### src/rtl/age_issue_sel_pkg.sv
package age_issue_sel_pkg;
  // a is older than b when (a - b) is negative in the modular sequence space
  function automatic logic seq_older(input logic [31:0] a, input logic [31:0] b, input int unsigned w);
    logic [31:0] d;
    d = a - b;
    return d[w-1];
  endfunction
endpackage

### src/rtl/iss_pool.sv
module iss_pool #(
  parameter int DEPTH = 4,
  parameter int SEQ_W = 8,
  localparam int IDX_W = (DEPTH > 1) ? $clog2(DEPTH) : 1
) (
  input  logic             clk,
  input  logic             rst,
  input  logic             wr_en,
  input  logic [SEQ_W-1:0] wr_seq,
  input  logic             pop,
  input  logic             flush,
  input  logic [SEQ_W-1:0] flush_seq,
  output logic             head_vld,
  output logic [SEQ_W-1:0] head_seq,
  output logic             full
);
  import age_issue_sel_pkg::*;

  logic [DEPTH-1:0] vld;
  logic [SEQ_W-1:0] mem [DEPTH];
  logic [IDX_W-1:0] head_idx, free_idx;

  // oldest valid entry
  always_comb begin
    head_vld = 1'b0;
    head_seq = '0;
    head_idx = '0;
    for (int i = 0; i < DEPTH; i++) begin
      if (vld[i] && (!head_vld || seq_older(32'(mem[i]), 32'(head_seq), SEQ_W))) begin
        head_vld = 1'b1;
        head_seq = mem[i];
        head_idx = IDX_W'(i);
      end
    end
  end

  always_comb begin
    free_idx = '0;
    for (int i = DEPTH-1; i >= 0; i--)
      if (!vld[i]) free_idx = IDX_W'(i);
  end

  assign full = &vld;

  always_ff @(posedge clk) begin
    if (wr_en && !full && !flush) mem[free_idx] <= wr_seq;
  end

  always_ff @(posedge clk) begin
    if (rst) begin
      vld <= '0;
    end else if (flush) begin
      for (int i = 0; i < DEPTH; i++)
        if (vld[i] && seq_older(32'(flush_seq), 32'(mem[i]), SEQ_W)) vld[i] <= 1'b0;
    end else begin
      if (pop) vld[head_idx] <= 1'b0;
      if (wr_en && !full) vld[free_idx] <= 1'b1;
    end
  end

  // a pop only ever removes an existing head
  a_r10_pop_has_head: assert property (@(posedge clk) disable iff (rst) pop |-> head_vld);
endmodule

### src/rtl/iss_age_rank.sv
module iss_age_rank #(
  parameter int NUM_CLS = 3,
  parameter int SEQ_W   = 8,
  parameter int ISSUE_W = 2,
  localparam int RK_W   = $clog2(NUM_CLS + 1)
) (
  input  logic [NUM_CLS-1:0]       elig,
  input  logic [NUM_CLS*SEQ_W-1:0] heads,
  output logic [NUM_CLS-1:0]       grant,
  output logic [NUM_CLS*RK_W-1:0]  rank
);
  import age_issue_sel_pkg::*;

  for (genvar c = 0; c < NUM_CLS; c++) begin : g_cls
    logic [RK_W-1:0] cnt;
    always_comb begin
      cnt = '0;
      for (int d = 0; d < NUM_CLS; d++) begin
        if (d != c && elig[d]) begin
          if (seq_older(32'(heads[d*SEQ_W +: SEQ_W]), 32'(heads[c*SEQ_W +: SEQ_W]), SEQ_W) ||
              (heads[d*SEQ_W +: SEQ_W] == heads[c*SEQ_W +: SEQ_W] && d < c))
            cnt = cnt + 1'b1;
        end
      end
    end
    assign rank[c*RK_W +: RK_W] = cnt;
    assign grant[c] = elig[c] && (32'(cnt) < ISSUE_W);
  end

  // never more grants than slots
  a_r4_grant_width: assert final ($countones(grant) <= ISSUE_W);
endmodule

### src/rtl/age_issue_sel.sv
module age_issue_sel #(
  parameter int NUM_CLS    = 3,
  parameter int POOL_DEPTH = 4,
  parameter int SEQ_W      = 8,
  parameter int ISSUE_W    = 2,
  localparam int CLS_W     = (NUM_CLS > 1) ? $clog2(NUM_CLS) : 1
) (
  input  logic                     clk,
  input  logic                     rst,
  input  logic                     ins_valid,
  input  logic [SEQ_W-1:0]         ins_seq,
  input  logic [CLS_W-1:0]         ins_cls,
  input  logic [NUM_CLS-1:0]       fu_busy,
  input  logic                     flush,
  input  logic [SEQ_W-1:0]         flush_seq,
  output logic [ISSUE_W-1:0]       iss_vld,
  output logic [ISSUE_W*SEQ_W-1:0] iss_seq,
  output logic [ISSUE_W*CLS_W-1:0] iss_cls,
  output logic [NUM_CLS-1:0]       busy_skip,
  output logic                     ovf_err
);
  import age_issue_sel_pkg::*;
  localparam int RK_W = $clog2(NUM_CLS + 1);

  logic [NUM_CLS-1:0]       head_vld, full, elig, grant;
  logic [NUM_CLS*SEQ_W-1:0] heads;
  logic [NUM_CLS*RK_W-1:0]  rank;

  for (genvar c = 0; c < NUM_CLS; c++) begin : g_pool
    iss_pool #(.DEPTH(POOL_DEPTH), .SEQ_W(SEQ_W)) u_pool (
      .clk(clk), .rst(rst),
      .wr_en(ins_valid && (32'(ins_cls) == c)),
      .wr_seq(ins_seq),
      .pop(grant[c]),
      .flush(flush), .flush_seq(flush_seq),
      .head_vld(head_vld[c]),
      .head_seq(heads[c*SEQ_W +: SEQ_W]),
      .full(full[c])
    );
  end

  assign elig = head_vld & ~fu_busy & {NUM_CLS{!flush}};

  iss_age_rank #(.NUM_CLS(NUM_CLS), .SEQ_W(SEQ_W), .ISSUE_W(ISSUE_W)) u_rank (
    .elig(elig), .heads(heads), .grant(grant), .rank(rank)
  );

  logic [ISSUE_W-1:0]       n_vld;
  logic [ISSUE_W*SEQ_W-1:0] n_seq;
  logic [ISSUE_W*CLS_W-1:0] n_cls;

  always_comb begin
    n_vld = '0;
    n_seq = '0;
    n_cls = '0;
    for (int s = 0; s < ISSUE_W; s++)
      for (int c = 0; c < NUM_CLS; c++)
        if (grant[c] && rank[c*RK_W +: RK_W] == RK_W'(s)) begin
          n_vld[s] = 1'b1;
          n_seq[s*SEQ_W +: SEQ_W] = heads[c*SEQ_W +: SEQ_W];
          n_cls[s*CLS_W +: CLS_W] = CLS_W'(c);
        end
  end

  always_ff @(posedge clk) begin
    if (rst) begin
      iss_vld   <= '0;
      iss_seq   <= '0;
      iss_cls   <= '0;
      busy_skip <= '0;
      ovf_err   <= 1'b0;
    end else begin
      iss_vld   <= n_vld;
      iss_seq   <= n_seq;
      iss_cls   <= n_cls;
      busy_skip <= head_vld & fu_busy & {NUM_CLS{!flush}};
      if (ins_valid && !flush && (32'(ins_cls) < NUM_CLS) && full[ins_cls]) ovf_err <= 1'b1;
    end
  end

  // decode of the output slots per class, used by the checks below
  logic [NUM_CLS-1:0] cls_hit;
  always_comb begin
    cls_hit = '0;
    for (int s = 0; s < ISSUE_W; s++)
      if (iss_vld[s] && 32'(iss_cls[s*CLS_W +: CLS_W]) < NUM_CLS)
        cls_hit[iss_cls[s*CLS_W +: CLS_W]] = 1'b1;
  end

  // a flush cycle produces no issue
  a_r7_flush_quiet: assert property (@(posedge clk) disable iff (rst) flush |=> iss_vld == '0);
  // insert into a full pool raises the error flag
  a_r8_overflow: assert property (@(posedge clk) disable iff (rst)
    (ins_valid && !flush && (32'(ins_cls) < NUM_CLS) && full[ins_cls]) |=> ovf_err);
  // slots carry distinct classes
  a_r4_one_per_class: assert property (@(posedge clk) disable iff (rst)
    $countones(cls_hit) == $countones(iss_vld));

  for (genvar c = 0; c < NUM_CLS; c++) begin : g_chk
    // a busy class never appears in the following slots
    a_r5_busy_skipped: assert property (@(posedge clk) disable iff (rst) fu_busy[c] |=> !cls_hit[c]);
  end

  for (genvar s = 1; s < ISSUE_W; s++) begin : g_ord
    // slots fill from 0 and age increases with the slot index
    a_r2_slot_order: assert property (@(posedge clk) disable iff (rst)
      iss_vld[s] |-> (iss_vld[s-1] &&
        seq_older(32'(iss_seq[(s-1)*SEQ_W +: SEQ_W]), 32'(iss_seq[s*SEQ_W +: SEQ_W]), SEQ_W)));
  end
endmodule

### config.mk
export PLATFORM = sky130hd
export DESIGN_NAME = age_issue_sel
export DESIGN_NICKNAME = d
export VERILOG_FILES = /design/src/rtl/age_issue_sel_pkg.sv /design/src/rtl/iss_pool.sv /design/src/rtl/iss_age_rank.sv /design/src/rtl/age_issue_sel.sv
export SDC_FILE = /design/constraint.sdc
export NUM_CORES = 1
export LEC_CHECK = 0
export ABC_CLOCK_PERIOD_IN_PS = 10250
export BUFFER_PORTS_ARGS = -buffer_cell sky130_fd_sc_hd__clkbuf_2
export CAP_MARGIN = 20
export CORE_MARGIN = 4
export CORE_UTILIZATION = 56
export CTS_BUF_LIST = sky130_fd_sc_hd__clkbuf_4 sky130_fd_sc_hd__clkbuf_8
export DETAILED_ROUTE_END_ITERATION = 12
export GPL_ROUTABILITY_DRIVEN = 0
export PLACE_DENSITY = 0.75
export SLEW_MARGIN = 30
export SYNTH_ARGS = -nofsm -noshare
export SYNTH_HDL_FRONTEND = slang
export SYNTH_SLANG_ARGS = --single-unit
### constraint.sdc
create_clock -name clk -period 10.25 [get_ports clk]
set_clock_uncertainty 0.1 [all_clocks]
set_input_delay 0 -clock clk [delete_from_list [all_inputs] [get_ports clk]]
set_output_delay 0 -clock clk [all_outputs]
set_load 0.005 [all_outputs]
==> metrics, run 1 <==
crit end category=flop; power density over the cells=90.52 nW/um^2; largest net degree at the start of global routing=37; hold crit path type=primary input to flop; R2R Setup Slk=0.59 ns; setup total negative slack=0 ns; Final nets=1563; diode count=0; crit path kind=flop to flop; H-Tree Depth=4; max-slew violations=0; startpoint types=flop; Iter 0 DRT Violations=1122; MaxCap Viol Count=0; highest clock rate=0.1036 GHz; Area growth, synth to finish=10.77%; area share of the largest cell type after synthesis=about a quarter; Top FF cell, synth=edfxtp_1; Slew @ Worst Pin=0.9515 ns; Total Wirelength=34.28 mm; DP HPWL=24.68 mm; Async SR Flop Fraction=0%; Rel. slew slack=36.57%; Leak=5.353 nW; clock-pin slew on the worst setup and hold paths=0.08 ns; share of layout cells above drive strength 1=between 10% and 20%; CTS tree=yes; clock buffer count from CTS=17; GRT Residual Overflow=0; top post-synthesis cells by area=edfxtp_1, ha_1, dfxtp_1; commonest non-fill, non-tap cell in the layout=ha_1; die height=152.9 um; critical path's slowest cell=or4b_1; die area=23360 um^2; maximum vdd ir drop=between 80 and 90 uV; post-route ant nets=0; Rows=52; Synth Area per Inst=8.835 um^2; Hold Path Depth=4; root buffer cell=clkbuf_8; Initial DRT Pass Iterations=10; CTS sink cnt=134; worst reg-to-reg path cell count=43; FF-to-FF Start=g_pool[1].u_pool.vld[0]; crit-path max cell delay=0.54 ns; Buffers on Ports=50; Netlist cell types=105; DR vias=10720; post-DR vias/cell=6.375; routed len/inst=between 20 and 25 um; critical path peak fanout=16; most frequent cells in the layout=ha_1, inv_1, edfxtp_1; final worst slack=0.5928 ns; HP Start=ins_cls[0]; register area share after synthesis=approximately 31%; syn nets=about 1500; hold worst-path end=g_pool[1].u_pool.vld[3]; clock buffer depth=2; Die Width=roughly 150 um; Synth warnings=0; starting density of the core=approximately 58%; mapped cell area=11750 um^2; clk_lat worst skew=roughly 0.46 ns; Setup Viol. Count Final=0; top-level port count=51; crit-path most repeated cell=ha_1; CORE AREA=20430 um^2; Crit Reg-Reg Endpoint=iss_seq[11]; Post-Syn Instances=1330; # DRC=0; area leader, netlist=edfxtp_1; Design Area, Final=13020 um^2; DP Area=12340 um^2; GRT Overall Usage=28.67%; Hold Fails Final Rpt=0; Tcrit/Tclk final=94.22%; crit path DAT=slightly below 10 ns; filler cell count=between 1500 and 2000; post-layout util=63.71%; min Tclk post-route=9.657 ns; Post-synth EDFFs=96; dpl ws=0.05162 ns; Yosys reg bits=134; vias in the first global route=between 10000 and 15000; initial antenna violation count=0; PnR Total Power=1.178 mW; status=finished, final reports clean; first-pass GRT wire length=between 50 and 60 mm; Req. time, crit path=approximately 11 ns
worst max-delay path by stage:
stage	startpoint	endpoint	slack, ns	depth (start not counted)
final	g_pool[1].u_pool.vld[0]	iss_seq[11]	0.59	43
after global routing	g_pool[1].u_pool.vld[0]	iss_seq[11]	-0.01	43
after CTS	g_pool[2].u_pool.vld[0]	iss_seq[11]	0.15	43
after detailed placement	g_pool[1].u_pool.vld[0]	iss_seq[11]	0.05	40
after global placement	g_pool[2].u_pool.vld[0]	iss_seq[11]	0.30	42
after floorplan	g_pool[0].u_pool.vld[0]	iss_seq[11]	0.27	48
where the power goes:
group	total, mW	internal (mW)	leakage (nW)	switching [mW]
Clock	0.436	0.200	0.189	0.236
Sequential	0.585	0.582	1.17	0.00352
Combinational	0.157	0.0619	3.99	0.0954
kinds of logic after synthesis:
logic type      Yosys count  share of synthesized area [%]
compound gates          373                          22.86
xor+xnor                 49                          3.652
fa+ha+maj               146                          15.42
buf+inv                 187                          6.336
flops                   134                          31.01
mux                      26                          2.407
simple gates            415                          18.32
worst max-delay path: cells and delay by family (launching register included):
family / cells / cell delay, ns
AOI/OAI and AO/OA: 20 / 4.50
and+or+nand+nor: 13 / 2.78
adders and majority gates: 5 / 1.26
DFF: 1 / 0.44
buffers and inverters: 4 / 0.34
muxes: 1 / 0.11
state kept, by name, indices dropped and copies added, names as in the netlist:
signal	count
g_pool.u_pool.mem	96
iss_seq	16
g_pool.u_pool.vld	12
iss_cls	4
busy_skip	3
iss_vld	2
ovf_err	1
Yosys cell counts, types with 26 or more instances:
cell type and n:
o21ai_0 57, a21oi_1 83, ha_1 140, nand4_1 35, inv_1 137, a21o_1 38
nand2_1 96, clkbuf_1 29, nand3_1 39, a31oi_1 26, edfxtp_1 96, xnor2_1 44
dfxtp_1 38, nor2_1 82, nand2b_1 33
timing repair:
action	in CTS	in global routing
endpoints found under the setup margin	1	33
setup buffers	0	6
pin swaps	0	6
hold buffers	14	0
endpoints found under the hold margin	101	0
resized for setup	1	34
metrics by stage:
| step | std cells | hold slack, ns |
|---|---|---|
| after floorplan | 1330 | -0.001131 |
| after global placement | 1629 | 0.1152 |
| after detailed placement | 1629 | 0.1184 |
| after CTS | 1675 | 0.004846 |
| after global routing | 1681 | 0.1026 |
| final | 1681 | 0.04209 |
area by class of cell:
class	instances	area, um^2	share of cell area, %
Sequential cell	134	3652	28.06
Tap cell	270	337.8	2.596
Multi-Input combinational cell	1009	7481	57.48
Timing Repair Buffer	99	656.9	5.047
Clock inverter	13	123.9	0.9517
Inverter	137	514.2	3.951
Clock buffer	19	249.0	1.913
layer usage:
metal  global-route usage [%]  up-vias  share of wire (%)
li1                         -     5075                  -
met1                    39.16     4991                 42
met2                    45.73      553                 45
met3                    4.580       98                8.9
met4                    11.54        0                3.8
met5                        0        -                  0
Note: power is estimated with default switching activity, not from simulation.
==> inputs of run 2 (changes only) <==
- CTS_BUF_LIST: sky130_fd_sc_hd__clkbuf_4 sky130_fd_sc_hd__clkbuf_8 -> not set
- HOLD_SLACK_MARGIN: not set -> 0.12
==> run 2 against run 1 <==
Count of clock-buffer cells in the layout unchanged. Clock power up 35%. Via count up 0.79%. Total power up 13%. Critical endpoint unchanged. Largest cell class unchanged.
==> metrics, run 2 (synthesis results as in run 1) <==
highest clock rate=0.1020 GHz (was 0.1036 GHz); Leak=5.440 nW (was 5.353 nW); Hold Fails Final Rpt=0 (unchanged); maximum vdd ir drop=111.9 uV (was 88.42 uV); Die Width=152.9 um (unchanged); MaxCap Viol Count=0 (unchanged); crit-path max cell delay=0.49 ns (was 0.54 ns); Rel. slew slack=35.02% (was 36.57%); clock buffer depth=2 (unchanged); Initial DRT Pass Iterations=6 (was 10); Final nets=1566 (was 1563); DR vias=10800 (was 10720); CTS tree=yes (unchanged); Iter 0 DRT Violations=1124 (was 1122); routed len/inst=20.47 um (was 20.39 um); clock-pin slew on the worst setup and hold paths=0.06 ns (was 0.08 ns); max-slew violations=0 (unchanged); diode count=0 (unchanged); root buffer cell=clkbuf_16 (was clkbuf_8); largest net degree at the start of global routing=37 (unchanged); Placed Cells=1629 (unchanged); filler cell count=1688 (was 1718); Largest regs=g_pool.u_pool.mem: 96 flops, iss_seq: 16 flops, g_pool.u_pool.vld: 12 flops (unchanged); share of layout cells above drive strength 1=13.15% (was 13.54%); post-route ant nets=0 (unchanged); status=finished, final reports clean (unchanged); CORE AREA=20430 um^2 (unchanged); vias in the first global route=10400 (was 10350); hold crit path type=primary input to flop (unchanged); Buf/Inv on CP=3 (was 4); commonest non-fill, non-tap cell in the layout=ha_1 (unchanged); crit path kind=flop to flop (unchanged); die height=152.9 um (unchanged); starting density of the core=57.51% (unchanged); min Tclk post-route=9.809 ns (was 9.657 ns); Biggest register=g_pool.u_pool.mem (unchanged); clk_lat worst skew=0.43 ns (was 0.46 ns); crit path DAT=10.03 ns (was 9.92 ns); first-pass GRT wire length=54.52 mm (was 54.30 mm); CTS sink cnt=134 (unchanged); critical path peak fanout=12 (was 16); die area=23360 um^2 (unchanged); Top delay family on crit path=compound AO/OA/AOI/OAI gates (unchanged); startpoint types=flop (unchanged); Setup Viol. Count Final=0 (unchanged); Total Wirelength=34.47 mm (was 34.28 mm); initial antenna violation count=0 (unchanged); power density over the cells=101.0 nW/um^2 (was 90.52 nW/um^2); post-layout util=64.55% (was 63.71%); Rows=52 (unchanged); H-Tree Depth=4 (unchanged); fin cells=1684 (was 1681); Req. time, crit path=10.47 ns (was 10.51 ns); top-level port count=51 (unchanged); critical path's slowest cell=or4b_1 (unchanged); Slew @ Worst Pin=0.9748 ns (was 0.9515 ns); area of the multi-input gates=7448 um^2 (was 7481 um^2); Tcrit/Tclk final=95.69% (was 94.22%); Area growth, synth to finish=12.23% (was 10.77%); DP HPWL=24.68 mm (unchanged); PnR Total Power=1.332 mW (was 1.178 mW); GRT Residual Overflow=0 (unchanged); crit-path most repeated cell=ha_1 (unchanged); clock buffer count from CTS=17 (unchanged); most frequent cells in the layout=ha_1, inv_1, edfxtp_1 (unchanged); GRT Overall Usage=28.82% (was 28.67%); # DRC=0 (unchanged); max reg flops=96 (unchanged); Buffers on Ports=50 (unchanged); post-DR vias/cell=6.414 (was 6.375); FF+latch area=3650 um^2 (was 3652 um^2); crit end category=flop (unchanged)
[run 2: repair_timing]
item / 4_1_cts / 5_1_grt
resized for setup: 1 / 27
hold endpoints to repair: 115 / 0
buffers inserted: 0 / 7
pin swaps: 0 / 6
endpoints found under the setup margin: 1 / 33
hold buffers: 16 / 0
[run 2: where the power goes]
part	leakage [nW]	internal, mW	total (mW)	switching (mW)
combinational	4.00	0.0620	0.158	0.0960
sequential	1.17	0.583	0.586	0.00353
clock	0.270	0.336	0.588	0.252
total	5.44	0.981	1.33	0.351
[run 2: per-layer routing]
metal	share of wire, %	up-vias	global-route usage (%)
met5	0	-	0
met4	4.0	0	12.73
met3	8.7	101	4.015
met2	46	558	46.32
met1	42	5054	38.94
li1	-	5089	-
[run 2: cell type report]
class                   count  area share (%)
multi-input cells        1009           56.48
well taps                 270           2.562
inverters                 137           3.899
flip-flops and latches    134           27.68
clock inverters            13          0.9393
repair buffers            102           5.161
clock buffers              19           3.283
[run 2: stage by stage]
step / setup TNS (ns) / area [um^2] / hold WS (ns) / setup slack [ns]
6_report: 0 / 13190 / 0.2253 / 0.4413
5_1_grt: -0.3600 / 13190 / 0.2560 / -0.07406
4_1_cts: 0 / 13060 / 0.2190 / 0.1353
3_5_place_dp: 0 / 12340 / 0.1184 / 0.05162
3_3_place_gp: 0 / 12330 / 0.1152 / 0.3047
2_1_floorplan: 0 / 11750 / -0.001131 / 0.2700
[run 2: final timing paths]
kind | from | endpoint | slack [ns] | depth (start not counted)
setup reg to reg | g_pool[0].u_pool.vld[0] | iss_seq[11] | 0.44 | 43
hold / removal | fu_busy[0] | busy_skip[0] | 0.23 | 4
setup / recovery | g_pool[0].u_pool.vld[0] | iss_seq[11] | 0.44 | 43
hold reg to reg | ovf_err | ovf_err | 0.40 | 2
[run 2: worst register-to-register path: cells and delay by family, from the launching register on]
family | cells | cell delay (ns)
AOI/OAI and AO/OA | 20 | 4.18
xor gates and xnor gates | 2 | 0.32
adders and majority gates | 7 | 1.95
buffers and inverters | 3 | 0.42
DFF | 1 | 0.42
muxes | 1 | 0.30
and+or+nand+nor | 10 | 2.03
==> inputs of run 3 (changes only) <==
- ABC_AREA: not set -> 1
- PLACE_DENSITY: 0.75 -> 0.79
==> run 3 against run 2 <==
Critical path depth did not move. Sequential share of layout area rose by 2.1 points. First-iteration DRC count fell by 7.6%. Combinational power rose by 130%. Clock power rose by 3.6%. Via count fell by 3.6%. Highest routed layer unchanged.
==> metrics, run 3 <==
status=finished, final reports clean (unchanged); Max Used Layer=met4 (unchanged); critical path peak fanout=16 (was 12); DP HPWL=23.40 mm (was 24.68 mm); # Post-CTS Setup Buffers=0 (unchanged); Hold Path Depth=5 (was 4); Post-CTS Resized=0 (was 1); Async SR Flop Fraction=0% (unchanged); crit end category=flop (unchanged); largest net degree at the start of global routing=23 (was 37); clk_lat worst skew=0.43 ns (about the same); GRT Overall Usage=29.53% (was 28.82%); multiplexer area fraction after synthesis=0.1024% (was 2.407%); most frequent cells in the layout=nand2_1, inv_1, nand3_1 (was ha_1, inv_1, edfxtp_1); commonest non-fill, non-tap cell in the layout=nand2_1 (was ha_1); maximum vdd ir drop=126.1 uV (was 111.9 uV); critical path depth=43 (unchanged); post-DR vias/cell=5.883 (was 6.414); Yosys reg bits=134 (unchanged); xor/xnor share of the synthesized area=2.378% (was 3.652%); Internal Power=1.068 mW (was 0.9812 mW); R2R Setup Slk=1.59 ns (was 0.44 ns); Netlist cell types=47 (was 105); DR vias=10420 (was 10800); combinational share of power=23.4% (was 11.9%); NetSw=0.5087 mW (was 0.3510 mW); Synth warnings=0 (unchanged); crit path DAT=8.87 ns (was 10.03 ns); starting density of the core=57.83% (was 57.51%); min Tclk post-route=8.661 ns (was 9.809 ns); initial antenna violation count=0 (unchanged); post-route ant nets=0 (unchanged); Buf/Inv on CP=4 (was 3); worst reg-to-reg path cell count=43 (unchanged); Total Wirelength=32.06 mm (was 34.47 mm); Tcrit/Tclk final=84.49% (was 95.69%); CTS sink cnt=134 (unchanged); root buffer cell=clkbuf_16 (unchanged); Req. time, crit path=10.46 ns (was 10.47 ns); largest family of logic cells by synthesized area=simple AND/OR/NAND/NOR gates (was compound AO/OA/AOI/OAI gates); mapped cell area=11000 um^2 (was 11750 um^2); critical path's slowest cell=dfxtp_1 (was or4b_1); Leak=6.208 nW (was 5.440 nW); hold worst-path end=g_pool[2].u_pool.vld[2] (was busy_skip[0]); die area=21950 um^2 (was 23360 um^2); top post-synthesis cells by count=nand2_1, inv_1, nand3_1 (was ha_1, inv_1, edfxtp_1, nand2_1, a21oi_1); hold crit path type=primary input to flop (unchanged); post-synthesis compound-gate area fraction=9.761% (was 22.86%); routed len/inst=18.10 um (was 20.47 um); met3 wire length=3.112 mm (was 3.010 mm); max reg flops=96 (unchanged); GRT Residual Overflow=0 (unchanged); Final nets=1663 (was 1566); Post-Syn Instances=1432 (was 1330); Largest regs=g_pool.u_pool.mem: 96 flops, iss_seq: 16 flops, g_pool.u_pool.vld: 12 flops (unchanged); Die Width=148.1 um (was 152.9 um); filler cell count=1622 (was 1688); clock buffer depth=2 (unchanged); final worst slack=1.589 ns (was 0.4413 ns); crit-path max cell delay=0.70 ns (was 0.49 ns); HP Start=flush_seq[7] (was fu_busy[0]); syn nets=1597 (was 1495); share of layout cells above drive strength 1=10.13% (was 13.15%); Iter 0 DRT Violations=1039 (was 1124); Met1 Wirelength=13.20 mm (was 14.39 mm); die height=148.1 um (was 152.9 um); area share of the largest cell type after synthesis=26.21% (was 24.53%); Biggest register=g_pool.u_pool.mem (unchanged); vias in the first global route=9921 (was 10400); Rel. slew slack=35.87% (was 35.02%); Post-synth EDFFs=96 (unchanged); Post-Synth Adder-Cell Area=15.93% (was 15.42%); Hold Fails Final Rpt=0 (unchanged); register area share after synthesis=33.13% (was 31.01%); Setup Viol. Count Final=0 (unchanged); count leader, synth=nand2_1 (was ha_1); Synth Area per Inst=7.680 um^2 (was 8.835 um^2); diode count=0 (unchanged); H-Tree Depth=4 (unchanged); CTS tree=yes (unchanged); Top delay family on crit path=simple AND/OR/NAND/NOR gates (was compound AO/OA/AOI/OAI gates); Buffers on Ports=50 (unchanged); area leader, netlist=edfxtp_1 (unchanged); clock power share=38.6% (was 44.1%); crit-path most repeated cell=nand2_1 (was ha_1); clock-pin slew on the worst setup and hold paths=0.06 ns (about the same); DR WL met2=14.20 mm (was 15.68 mm); first-pass GRT wire length=50.80 mm (was 54.52 mm); Synth Area in Simple Gates=29.66% (was 18.32%); Slew @ Worst Pin=0.9518 ns (was 0.9748 ns); unrepaired setup endpoints after global routing=false; # DRC=0 (unchanged); FF-to-FF Start=g_pool[1].u_pool.vld[0] (was g_pool[0].u_pool.vld[0]); dpl ws=1.945 ns (was 0.05162 ns); highest clock rate=0.1155 GHz (was 0.1020 GHz); CORE AREA=19020 um^2 (was 20430 um^2); power density over the cells=128.7 nW/um^2 (was 101.0 nW/um^2); Crit Reg-Reg Endpoint=iss_seq[5] (was iss_seq[11]); Switching Fraction=32.26% (was 26.35%); max-slew violations=0 (unchanged); top-level port count=51 (unchanged); startpoint types=flop (unchanged); Area growth, synth to finish=11.42% (was 12.23%); setup total negative slack=0 ns (unchanged); clock buffer count from CTS=17 (unchanged); MaxCap Viol Count=0 (unchanged); crit path kind=flop to flop (unchanged); Sequential Power Share=38.0% (was 44.0%); Rows=50 (was 52); Top FF cell, synth=edfxtp_1 (unchanged); Initial DRT Pass Iterations=7 (was 6); top post-synthesis cells by area=edfxtp_1, ha_1, nand2_1 (was edfxtp_1, ha_1, dfxtp_1)
run 3: cell count changes after synthesis, moves of 15 or more:
cell      before  now
a31oi_1       26   11
nand2b_1      33    0
nor3_1        25    6
xnor2_1       44    9
nor2_1        82   62
nor2b_1       22    0
a21o_1        38    3
mux2i_1       15    0
nand3_1       39  161
nand4_1       35   51
nand2_1       96  353
inv_1        137  216
run 3: worst max-delay path by stage:
stage / from / endpoint / slack [ns]
after floorplan: g_pool[1].u_pool.vld[0] / iss_seq[0] / 3.10
after global placement: g_pool[1].u_pool.vld[0] / iss_seq[0] / 2.06
after detailed placement: g_pool[1].u_pool.vld[0] / iss_seq[0] / 1.95
after CTS: g_pool[1].u_pool.vld[0] / iss_seq[5] / 1.76
after global routing: g_pool[1].u_pool.vld[0] / iss_seq[9] / 0.94
final: g_pool[1].u_pool.vld[0] / iss_seq[5] / 1.59
run 3: final cells by class:
| class | instances | area, um^2 | area share (%) |
|---|---|---|---|
| Inverter | 222 | 833.3 | 6.800 |
| Tap cell | 260 | 325.3 | 2.655 |
| Clock buffer | 23 | 521.8 | 4.258 |
| Clock inverter | 9 | 62.56 | 0.5105 |
| Timing Repair Buffer | 78 | 508.0 | 4.145 |
| Sequential cell | 134 | 3643 | 29.73 |
| Multi-Input combinational cell | 1045 | 6360 | 51.90 |
run 3: timing repair:
item | 4_1_cts | 5_1_grt
setup endpoints to repair | 0 | 0
hold endpoints to repair | 128 | 0
hold buffers | 19 | 0
run 3: metal layers:
metal	track usage (%)	vias to the layer above
met5	0	-
met1	38.39	4752
met3	6.977	133
met4	12.70	0
li1	-	4988
met2	47.29	545
run 3: power by group through the flow:
| stage | clock network (mW) | logic, mW | registers [mW] |
|---|---|---|---|
| 6_report | 0.609 | 0.369 | 0.599 |
| 3_5_place_dp | 0 | 0.351 | 0.610 |
| 5_1_grt | 0.631 | 0.410 | 0.600 |
| 4_1_cts | 0.608 | 0.360 | 0.599 |
| 3_3_place_gp | 0 | 0.339 | 0.610 |
| 2_1_floorplan | 0 | 0.254 | 0.605 |
run 3: cells by family (layout without fill, tap and decap cells):
kind of cell	Yosys count	count (layout)
compound gates	181	181
xor+xnor	29	29
fa+ha+maj	140	140
buf+inv	253	332
flops	134	134
mux	1	1
simple gates	694	694
run 3: tightest hold or removal path: cells and delay by family:
| kind | cells | cell delay [ns] |
|---|---|---|
| and+or+nand+nor | 1 | 0.06 |
| AOI/OAI and AO/OA | 1 | 0.06 |
| xor gates and xnor gates | 2 | 0.27 |
| buffers and inverters | 1 | 0.44 |
run 3: stage by stage:
stage               hold slack [ns]  utilization [%]  instance area [um^2]  cells  total power, mW
global placement             0.2447            60.36                 11480   1720           0.9487
CTS                          0.3354            64.43                 12250   1771            1.566
finish                       0.3539            64.43                 12250   1771            1.577
detailed placement           0.2481            60.36                 11480   1720           0.9612
floorplan                 -0.001131                -                 11000   1432           0.8586
global route                 0.3932            64.43                 12250   1771            1.642
